--- src/rtl/tune_pkg.sv ---
`timescale 1ns/1ps
package tune_pkg;
  typedef enum logic [1:0] {
    SW_IDLE  = 2'd0,
    SW_TRIAL = 2'd1,
    SW_PICK  = 2'd2
  } sweep_state_e;
endpackage

--- src/rtl/tune_window.sv ---
`timescale 1ns/1ps
// Reports whether every phase within +/-HALF of a centre passed.
module tune_window #(
  parameter int PW   = 3,
  parameter int HALF = 2
) (
  input  logic [(2**PW)-1:0] mask_i,
  input  logic [PW-1:0]      centre_i,
  output logic               hit_o
);
  localparam int SPAN = 2 * HALF + 1;

  logic [SPAN-1:0] taps;

  for (genvar d = 0; d < SPAN; d++) begin : g_tap
    logic [PW-1:0] pos;
    // Phase arithmetic wraps naturally because the phase count is a power of two.
    assign pos     = centre_i + PW'(d) - PW'(HALF);
    assign taps[d] = mask_i[pos];
  end

  assign hit_o = &taps;
endmodule

--- src/rtl/tune_select.sv ---
`timescale 1ns/1ps
// Sequential picker: one candidate index per clock, with passes in priority order.
module tune_select #(
  parameter int PW        = 3,
  parameter int WIDE_HALF = 2
) (
  input  logic                clk,
  input  logic                rst_n,
  input  logic                go_i,
  input  logic [(2**PW)-1:0]  mask_i,
  output logic                res_valid_o,
  output logic                res_found_o,
  output logic [PW-1:0]       res_idx_o
);
  localparam int N      = 2 ** PW;
  localparam int NPASS  = WIDE_HALF + 1;
  localparam int PASS_W = (NPASS > 1) ? $clog2(NPASS) : 1;

  logic              busy_q;
  logic [PASS_W-1:0] pass_q;
  logic [PW-1:0]     idx_q;
  logic [N-1:0]      mask_q;
  logic [NPASS-1:0]  hits;
  logic              hit_now;
  logic              last_idx;
  logic              last_pass;

  // Pass g tests a window of half-width WIDE_HALF-g; the final pass is a single bit.
  for (genvar g = 0; g < NPASS; g++) begin : g_pass
    tune_window #(
      .PW  (PW),
      .HALF(WIDE_HALF - g)
    ) u_win (
      .mask_i  (mask_q),
      .centre_i(idx_q),
      .hit_o   (hits[g])
    );
  end

  assign hit_now   = hits[pass_q];
  assign last_idx  = (idx_q == PW'(N - 1));
  assign last_pass = (pass_q == PASS_W'(NPASS - 1));

  always_ff @(posedge clk or negedge rst_n) begin
    if (!rst_n) begin
      busy_q      <= 1'b0;
      pass_q      <= '0;
      idx_q       <= '0;
      mask_q      <= '0;
      res_valid_o <= 1'b0;
      res_found_o <= 1'b0;
      res_idx_o   <= '0;
    end else begin
      res_valid_o <= 1'b0;
      if (go_i && !busy_q) begin
        busy_q <= 1'b1;
        pass_q <= '0;
        idx_q  <= '0;
        mask_q <= mask_i;
      end else if (busy_q) begin
        if (hit_now) begin
          busy_q      <= 1'b0;
          res_valid_o <= 1'b1;
          res_found_o <= 1'b1;
          res_idx_o   <= idx_q;
        end else if (last_idx) begin
          idx_q <= '0;
          if (last_pass) begin
            busy_q      <= 1'b0;
            res_valid_o <= 1'b1;
            res_found_o <= 1'b0;
          end else begin
            pass_q <= pass_q + PASS_W'(1);
          end
        end else begin
          idx_q <= idx_q + PW'(1);
        end
      end
    end
  end

  // A chosen phase must be one that passed.
  p_pick_passed_r5: assert property (@(posedge clk) disable iff (!rst_n)
    (res_valid_o && res_found_o) |-> mask_q[res_idx_o]);

  // The scan never walks past its last pass.
  p_pass_bound_r8: assert property (@(posedge clk) disable iff (!rst_n)
    busy_q |-> (pass_q <= PASS_W'(NPASS - 1)));

  // A miss on every pass is only possible for an empty mask.
  p_err_only_empty_r9: assert property (@(posedge clk) disable iff (!rst_n)
    (res_valid_o && !res_found_o) |-> (mask_q == '0));
endmodule

--- src/rtl/tune_sweep.sv ---
`timescale 1ns/1ps
// Steps the phase through all positions, issues one trial per phase, and builds the mask.
module tune_sweep
  import tune_pkg::*;
#(
  parameter int PW    = 3,
  parameter int TMO_W = 32
) (
  input  logic                clk,
  input  logic                rst_n,
  input  logic                start_i,
  input  logic [PW-1:0]       cur_phase_i,
  output logic                req_valid_o,
  output logic [PW-1:0]       req_phase_o,
  output logic [TMO_W-1:0]    req_tmo_o,
  input  logic                rsp_valid_i,
  input  logic                rsp_pass_i,
  output logic                pick_go_o,
  output logic [(2**PW)-1:0]  mask_o,
  input  logic                pick_done_i
);
  localparam int N = 2 ** PW;

  sweep_state_e  state_q;
  logic [PW-1:0] origin_q;
  logic [PW-1:0] ph_q;
  logic [N-1:0]  mask_q;
  logic          go_q;
  logic [PW:0]   trials_q;

  assign req_valid_o = (state_q == SW_TRIAL);
  assign req_phase_o = ph_q;
  assign req_tmo_o   = {TMO_W{req_valid_o}};
  assign pick_go_o   = go_q;
  assign mask_o      = mask_q;

  always_ff @(posedge clk or negedge rst_n) begin
    if (!rst_n) begin
      state_q  <= SW_IDLE;
      origin_q <= '0;
      ph_q     <= '0;
      mask_q   <= '0;
      go_q     <= 1'b0;
      trials_q <= '0;
    end else begin
      go_q <= 1'b0;
      unique case (state_q)
        SW_IDLE: begin
          if (start_i) begin
            origin_q <= cur_phase_i;
            ph_q     <= cur_phase_i + PW'(1);
            mask_q   <= '0;
            trials_q <= '0;
            state_q  <= SW_TRIAL;
          end
        end
        SW_TRIAL: begin
          if (rsp_valid_i) begin
            mask_q[ph_q] <= rsp_pass_i;
            trials_q     <= trials_q + (PW+1)'(1);
            if (ph_q == origin_q) begin
              state_q <= SW_PICK;
              go_q    <= 1'b1;
            end else begin
              ph_q <= ph_q + PW'(1);
            end
          end
        end
        SW_PICK: begin
          if (pick_done_i) state_q <= SW_IDLE;
        end
        default: state_q <= SW_IDLE;
      endcase
    end
  end

  // A request stays open and unchanged until it is answered.
  p_req_hold_r3: assert property (@(posedge clk) disable iff (!rst_n)
    (req_valid_o && !rsp_valid_i) |=> (req_valid_o && $stable(req_phase_o)));

  // Selection begins only after exactly one trial per phase.
  p_all_phases_r2: assert property (@(posedge clk) disable iff (!rst_n)
    pick_go_o |-> (trials_q == (PW+1)'(N)));

  // A busy sweep keeps its starting phase whatever start does.
  p_start_ignored_r11: assert property (@(posedge clk) disable iff (!rst_n)
    (state_q != SW_IDLE) |=> $stable(origin_q));
endmodule

--- src/rtl/phase_tune_engine.sv ---
`timescale 1ns/1ps
module phase_tune_engine #(
  parameter int PW          = 3,
  parameter int TMO_W       = 32,
  parameter int WIDE_HALF   = 2,
  parameter int RESET_PHASE = 0
) (
  input  logic             clk,
  input  logic             rst_n,
  input  logic             start_i,
  input  logic [PW-1:0]    cur_phase_i,
  output logic             trial_valid_o,
  output logic [PW-1:0]    trial_phase_o,
  output logic [TMO_W-1:0] trial_tmo_o,
  input  logic             trial_rsp_valid_i,
  input  logic             trial_pass_i,
  output logic             done_o,
  output logic             err_o,
  output logic [PW-1:0]    phase_o,
  output logic             phase_wr_o
);
  localparam int N = 2 ** PW;

  logic          pick_go;
  logic [N-1:0]  cand_mask;
  logic          sel_valid;
  logic          sel_found;
  logic [PW-1:0] sel_idx;

  logic          done_q;
  logic          err_q;
  logic [PW-1:0] phase_q;
  logic          wr_q;

  tune_sweep #(
    .PW   (PW),
    .TMO_W(TMO_W)
  ) u_sweep (
    .clk        (clk),
    .rst_n      (rst_n),
    .start_i    (start_i),
    .cur_phase_i(cur_phase_i),
    .req_valid_o(trial_valid_o),
    .req_phase_o(trial_phase_o),
    .req_tmo_o  (trial_tmo_o),
    .rsp_valid_i(trial_rsp_valid_i),
    .rsp_pass_i (trial_pass_i),
    .pick_go_o  (pick_go),
    .mask_o     (cand_mask),
    .pick_done_i(sel_valid)
  );

  tune_select #(
    .PW       (PW),
    .WIDE_HALF(WIDE_HALF)
  ) u_select (
    .clk        (clk),
    .rst_n      (rst_n),
    .go_i       (pick_go),
    .mask_i     (cand_mask),
    .res_valid_o(sel_valid),
    .res_found_o(sel_found),
    .res_idx_o  (sel_idx)
  );

  always_ff @(posedge clk or negedge rst_n) begin
    if (!rst_n) begin
      done_q  <= 1'b0;
      err_q   <= 1'b0;
      phase_q <= PW'(RESET_PHASE);
      wr_q    <= 1'b0;
    end else begin
      done_q <= sel_valid;
      wr_q   <= sel_valid && sel_found;
      if (sel_valid) begin
        err_q <= !sel_found;
        if (sel_found) phase_q <= sel_idx;
      end
    end
  end

  assign done_o     = done_q;
  assign err_o      = err_q;
  assign phase_o    = phase_q;
  assign phase_wr_o = wr_q;

  // Completion is a single-cycle pulse.
  p_done_pulse_r12: assert property (@(posedge clk) disable iff (!rst_n)
    done_o |=> !done_o);

  // An empty sweep flags an error and leaves the tuned phase alone.
  p_err_keeps_phase_r9: assert property (@(posedge clk) disable iff (!rst_n)
    (sel_valid && !sel_found) |=> (err_o && done_o && $stable(phase_o)));

  // The write strobe appears only with a successful completion.
  p_wr_only_success_r10: assert property (@(posedge clk) disable iff (!rst_n)
    phase_wr_o |-> (done_o && !err_o));
endmodule

--- config.mk ---
export PLATFORM = sky130hd
export DESIGN_NAME = phase_tune_engine
export DESIGN_NICKNAME = d
export VERILOG_FILES = /design/src/rtl/tune_pkg.sv /design/src/rtl/tune_window.sv /design/src/rtl/tune_select.sv /design/src/rtl/tune_sweep.sv /design/src/rtl/phase_tune_engine.sv
export SDC_FILE = /design/constraint.sdc
export NUM_CORES = 1
export LEC_CHECK = 0
export BUFFER_PORTS_ARGS = -buffer_cell sky130_fd_sc_hd__buf_4
export CORE_MARGIN = 1
export CORE_UTILIZATION = 50
export DETAILED_ROUTE_END_ITERATION = 10
export PLACE_DENSITY = 0.76
export SYNTH_ARGS = -nofsm -noshare
export SYNTH_HDL_FRONTEND = slang
export SYNTH_SLANG_ARGS = --single-unit
--- constraint.sdc ---
create_clock -name clk -period 2.5 [get_ports clk]
set_input_delay 0.25 -clock clk [delete_from_list [all_inputs] [get_ports clk]]
set_output_delay 0.25 -clock clk [all_outputs]
set_load 0.01 [all_outputs]
==> results.md <==
- Post-synth ARST share: 100%
- Hold WC Path Type: in -> reg
- Core Area: around 0.0051 sq mm
- Crit path time final: between 2 and 3 ns
- Yosys reg bits: 42
- Achievable Freq: ~400 MHz
- Largest family of logic cells by synthesized area: multiplexers
- Status: finished, violations left
- Setup Crit Path Kind: reg -> reg
- Post-synth EDFFs: 0
- Area fraction in compound gates after synthesis: 9.93%
- Total wire length: between 5000 and 6000 um
- Die height: approximately 75 um
- Xor/xnor share of the synthesized area: roughly 2.6%
- Initial antenna violation count: 0
- Final hold viol count: 0
- Grt ovf: 0
- Final instance area: between 0.003 and 0.004 sq mm
- Die X-Extent: approximately 75 um
- Endpoints failing setup: 3
- DR pass1 iterations: 4
- Worst Hold Slack: between 0.15 and 0.2 ns
- Arrival @ worst endpoint: ~2.7 ns
- Synth top area share: roughly two fifths
- Syn avg cell area: approximately 11 sq um
- Routed met3 length: 200 um
- Worst-path clk slew: around 0.080 ns
- Setup WS post-layout: -0.0142 ns
- Drt wl/cell: ~15 um
- CTS root buffer: clkbuf_8
- CP Launch Point: u_select.idx_q[1]
- Mux share of post-synthesis cell area: 16.5%
- Post-synthesis adder-cell area fraction: under 10%
- Post-DP Area: roughly 0.0029 sq mm
- Cell taking the most area after synthesis: dfrtp_1
- Num Clock Sinks: 42
- Clock buffer depth: 2
- RSZ-0062 raised after global routing: yes
- Top routing layer used: met4
- Max-slew headroom: about two thirds
- Vias in the first global route: between 1500 and 2000
- H-tree lvl count: 2
- Critical path peak fanout: 4
- Max VDD drop: about 0.00029 V
- Distinct cells, synth: 49
- HPWL Detailed: slightly below 4000 um
- P&R area growth vs syn: 15.4%
- I/O Pins: 50
- Failing checks: negative setup slack
- N_diodes: 0
- Slew @ Worst Pin: approximately 0.5 ns
- Wl on met1: 2270 um
- Nets: between 200 and 300
- Vias: 1950
- Largest net degree at the start of global routing: 43
- Main area contributors after synthesis: dfrtp_1, buf_4, mux2_2
- Element type at the critical path start: register
- Cell area power density: 406 mW/mm^2
- Cells after synthesis: between 200 and 300
- Syn nets: 268
- CTS Buf Count: 5
- Critical R2R Launch: u_select.idx_q[1]
- Routability Congestion: roughly 0.84
- First-pass GRT wire length: 8910 um
- Hold_sp: cur_phase_i[0]
- Yosys warns: 0
- Share of cells above drive strength 1: a little under two fifths
- Antenna-violating nets left: 0
- Post-route DRC: 0
- Total of max-cap violations: 0
- Synth Area in Simple Gates: about 15%
- TritonCTS clock tree: done
- Number of DRC markers in iteration 0: between 80 and 90
- Critical Path RT: ~2.7 ns
- Lkg Pwr: roughly 1.5 nW
- Full die area: 0.00569 sq mm
- Part of the cycle the worst path needs: 101%
- Number of vias per cell: around 5.6
- # rows: 26
- Max-slew violation count: 0
- Crit end category: register
- Tot GR Track Use: between 20% and 30%
- Sequential fraction of the synthesis area: 39.0%
- Synth Cell Area: ~0.0027 sq mm
- Port bufs: between 40 and 50
- Initial Util: 52.5%
- Layout Skew: roughly 0.011 ns
- WL met2: 2770 um
- Main synth FF type: dfrtp_1
- Fillers: ~440
- Worst skew pair latency: 0.30 ns
==> sequential cells by signal (all words and copies together) (netlist names) <==
signal	count
u_select.res_idx_o	3
u_select.idx_q	3
u_select.res_found_o	1
u_select.res_valid_o	1
u_select.mask_q	8
err_o	1
u_sweep.mask_o	8
phase_o	3
u_sweep.pick_go_o	1
u_sweep.req_phase_o	3
u_select.busy_q	1
u_sweep.state_q	2
done_o	1
u_sweep.origin_q	3
u_select.pass_q	2
phase_wr_o	1
==> synthesized netlist by cell type (2+ instances only) <==
cell and number:
dfrtp_1 42, o21ai_0 15, a32o_1 2, nor2b_1 2, buf_4 33, mux4_1 4
mux2_2 12, nand4bb_2 2, a31oi_1 2, nand2_1 31, a21oi_1 7, nand3b_1 2
mux2i_1 9, a22o_1 5, ha_1 6, nor3_1 4, nor3b_1 2, mux4_2 2
inv_1 8, nor2_1 7, nand2b_1 4, xor2_1 3, clkbuf_1 6, nand4b_1 4
xnor2_1 2, nand3_1 6, nand4_1 5, mux2_4 3, clkbuf_8 3, o211ai_1 2
==> area by class of cell <==
class                   instances  area (sq um)  area share [%]
inverters                       8          35.0            1.13
flip-flops and latches         42          1050            33.8
clock inverters                 2          37.5            1.21
clock buffers                   6          72.6            2.33
well taps                      70          87.6            2.81
repair buffers                 64           487            15.6
multi-input cells             159          1340            43.0
==> what timing repair did <==
action,4_1_cts,5_1_grt
buffers inserted,1,0
hold buffers,1,0
gates resized for setup,9,1
setup endpoints to repair,6,8
hold endpoints to repair,42,0
pin swaps,1,1
==> per-layer routing <==
metal / track usage, % / up-vias
li1: - / 930
met1: 25.2 / 953
met2: 38.4 / 53
met3: 3.70 / 14
met4: 7.41 / 0
met5: 0 / -
==> path summary, 6_finish.rpt <==
path	end	slack [ns]	depth (start not counted)
hold / removal	u_sweep.origin_q[0]	0.16	3
hold reg to reg	done_o	0.47	0
max in group asynchronous	u_select.idx_q[0]	1.66	2
setup / recovery	u_select.res_idx_o[0]	-0.01	8
setup reg to reg	u_select.res_idx_o[0]	-0.01	8
min in group asynchronous	err_o	0.46	2
==> cells by family after synthesis <==
logic type,count (synthesis)
adders and majority gates,6
xor gates and xnor gates,6
DFF,42
muxes,31
and+or+nand+nor,75
AOI/OAI and AO/OA,41
buffers and inverters,53
==> stage by stage <==
stage	cells	setup WS, ns	setup TNS (ns)	util, %	total power, W
6_report	351	-0.0142	-0.0220	60.6	0.00127
5_1_grt	351	-0.0894	-0.367	60.6	0.00131
3_5_place_dp	341	-0.0951	-0.310	57.2	0.000742
3_3_place_gp	341	-0.0243	-0.0725	57.2	0.000741
4_1_cts	351	-0.0213	-0.0461	60.4	0.00127
2_1_floorplan	254	-0.0544	-0.163	-	0.000714
==> cells in the final DEF (no fill, tap or decap), types with 3 or more instances in the layout <==
cell,instances
a21oi_1,7
a22o_1,5
buf_4,62
clkbuf_8,5
dfrtp_1,40
ha_1,4
inv_1,6
mux2_2,12
mux2_4,3
mux2i_1,9
mux4_1,4
nand2_1,31
nand2b_1,4
nand3_1,6
nand4_1,5
nand4b_1,4
nor2_1,7
nor3_1,4
o21ai_0,15
xor2_1,3
==> worst max-delay path: stages, from the launching register on <==
cell      delay [ns]
dfrtp_1         0.42
inv_2           0.07
ha_4            0.18
xnor2_4         0.15
mux4_2          0.53
or4_4           0.43
o41a_4          0.13
nand2b_4        0.18
mux2_4          0.31
==> where the power goes <==
part            total, W  switching (W)  internal, W
Combinational  0.0000418      0.0000256    0.0000162
Clock           0.000537       0.000239     0.000298
Sequential      0.000686     0.00000441     0.000682
Note: power is estimated with default switching activity, not from simulation.
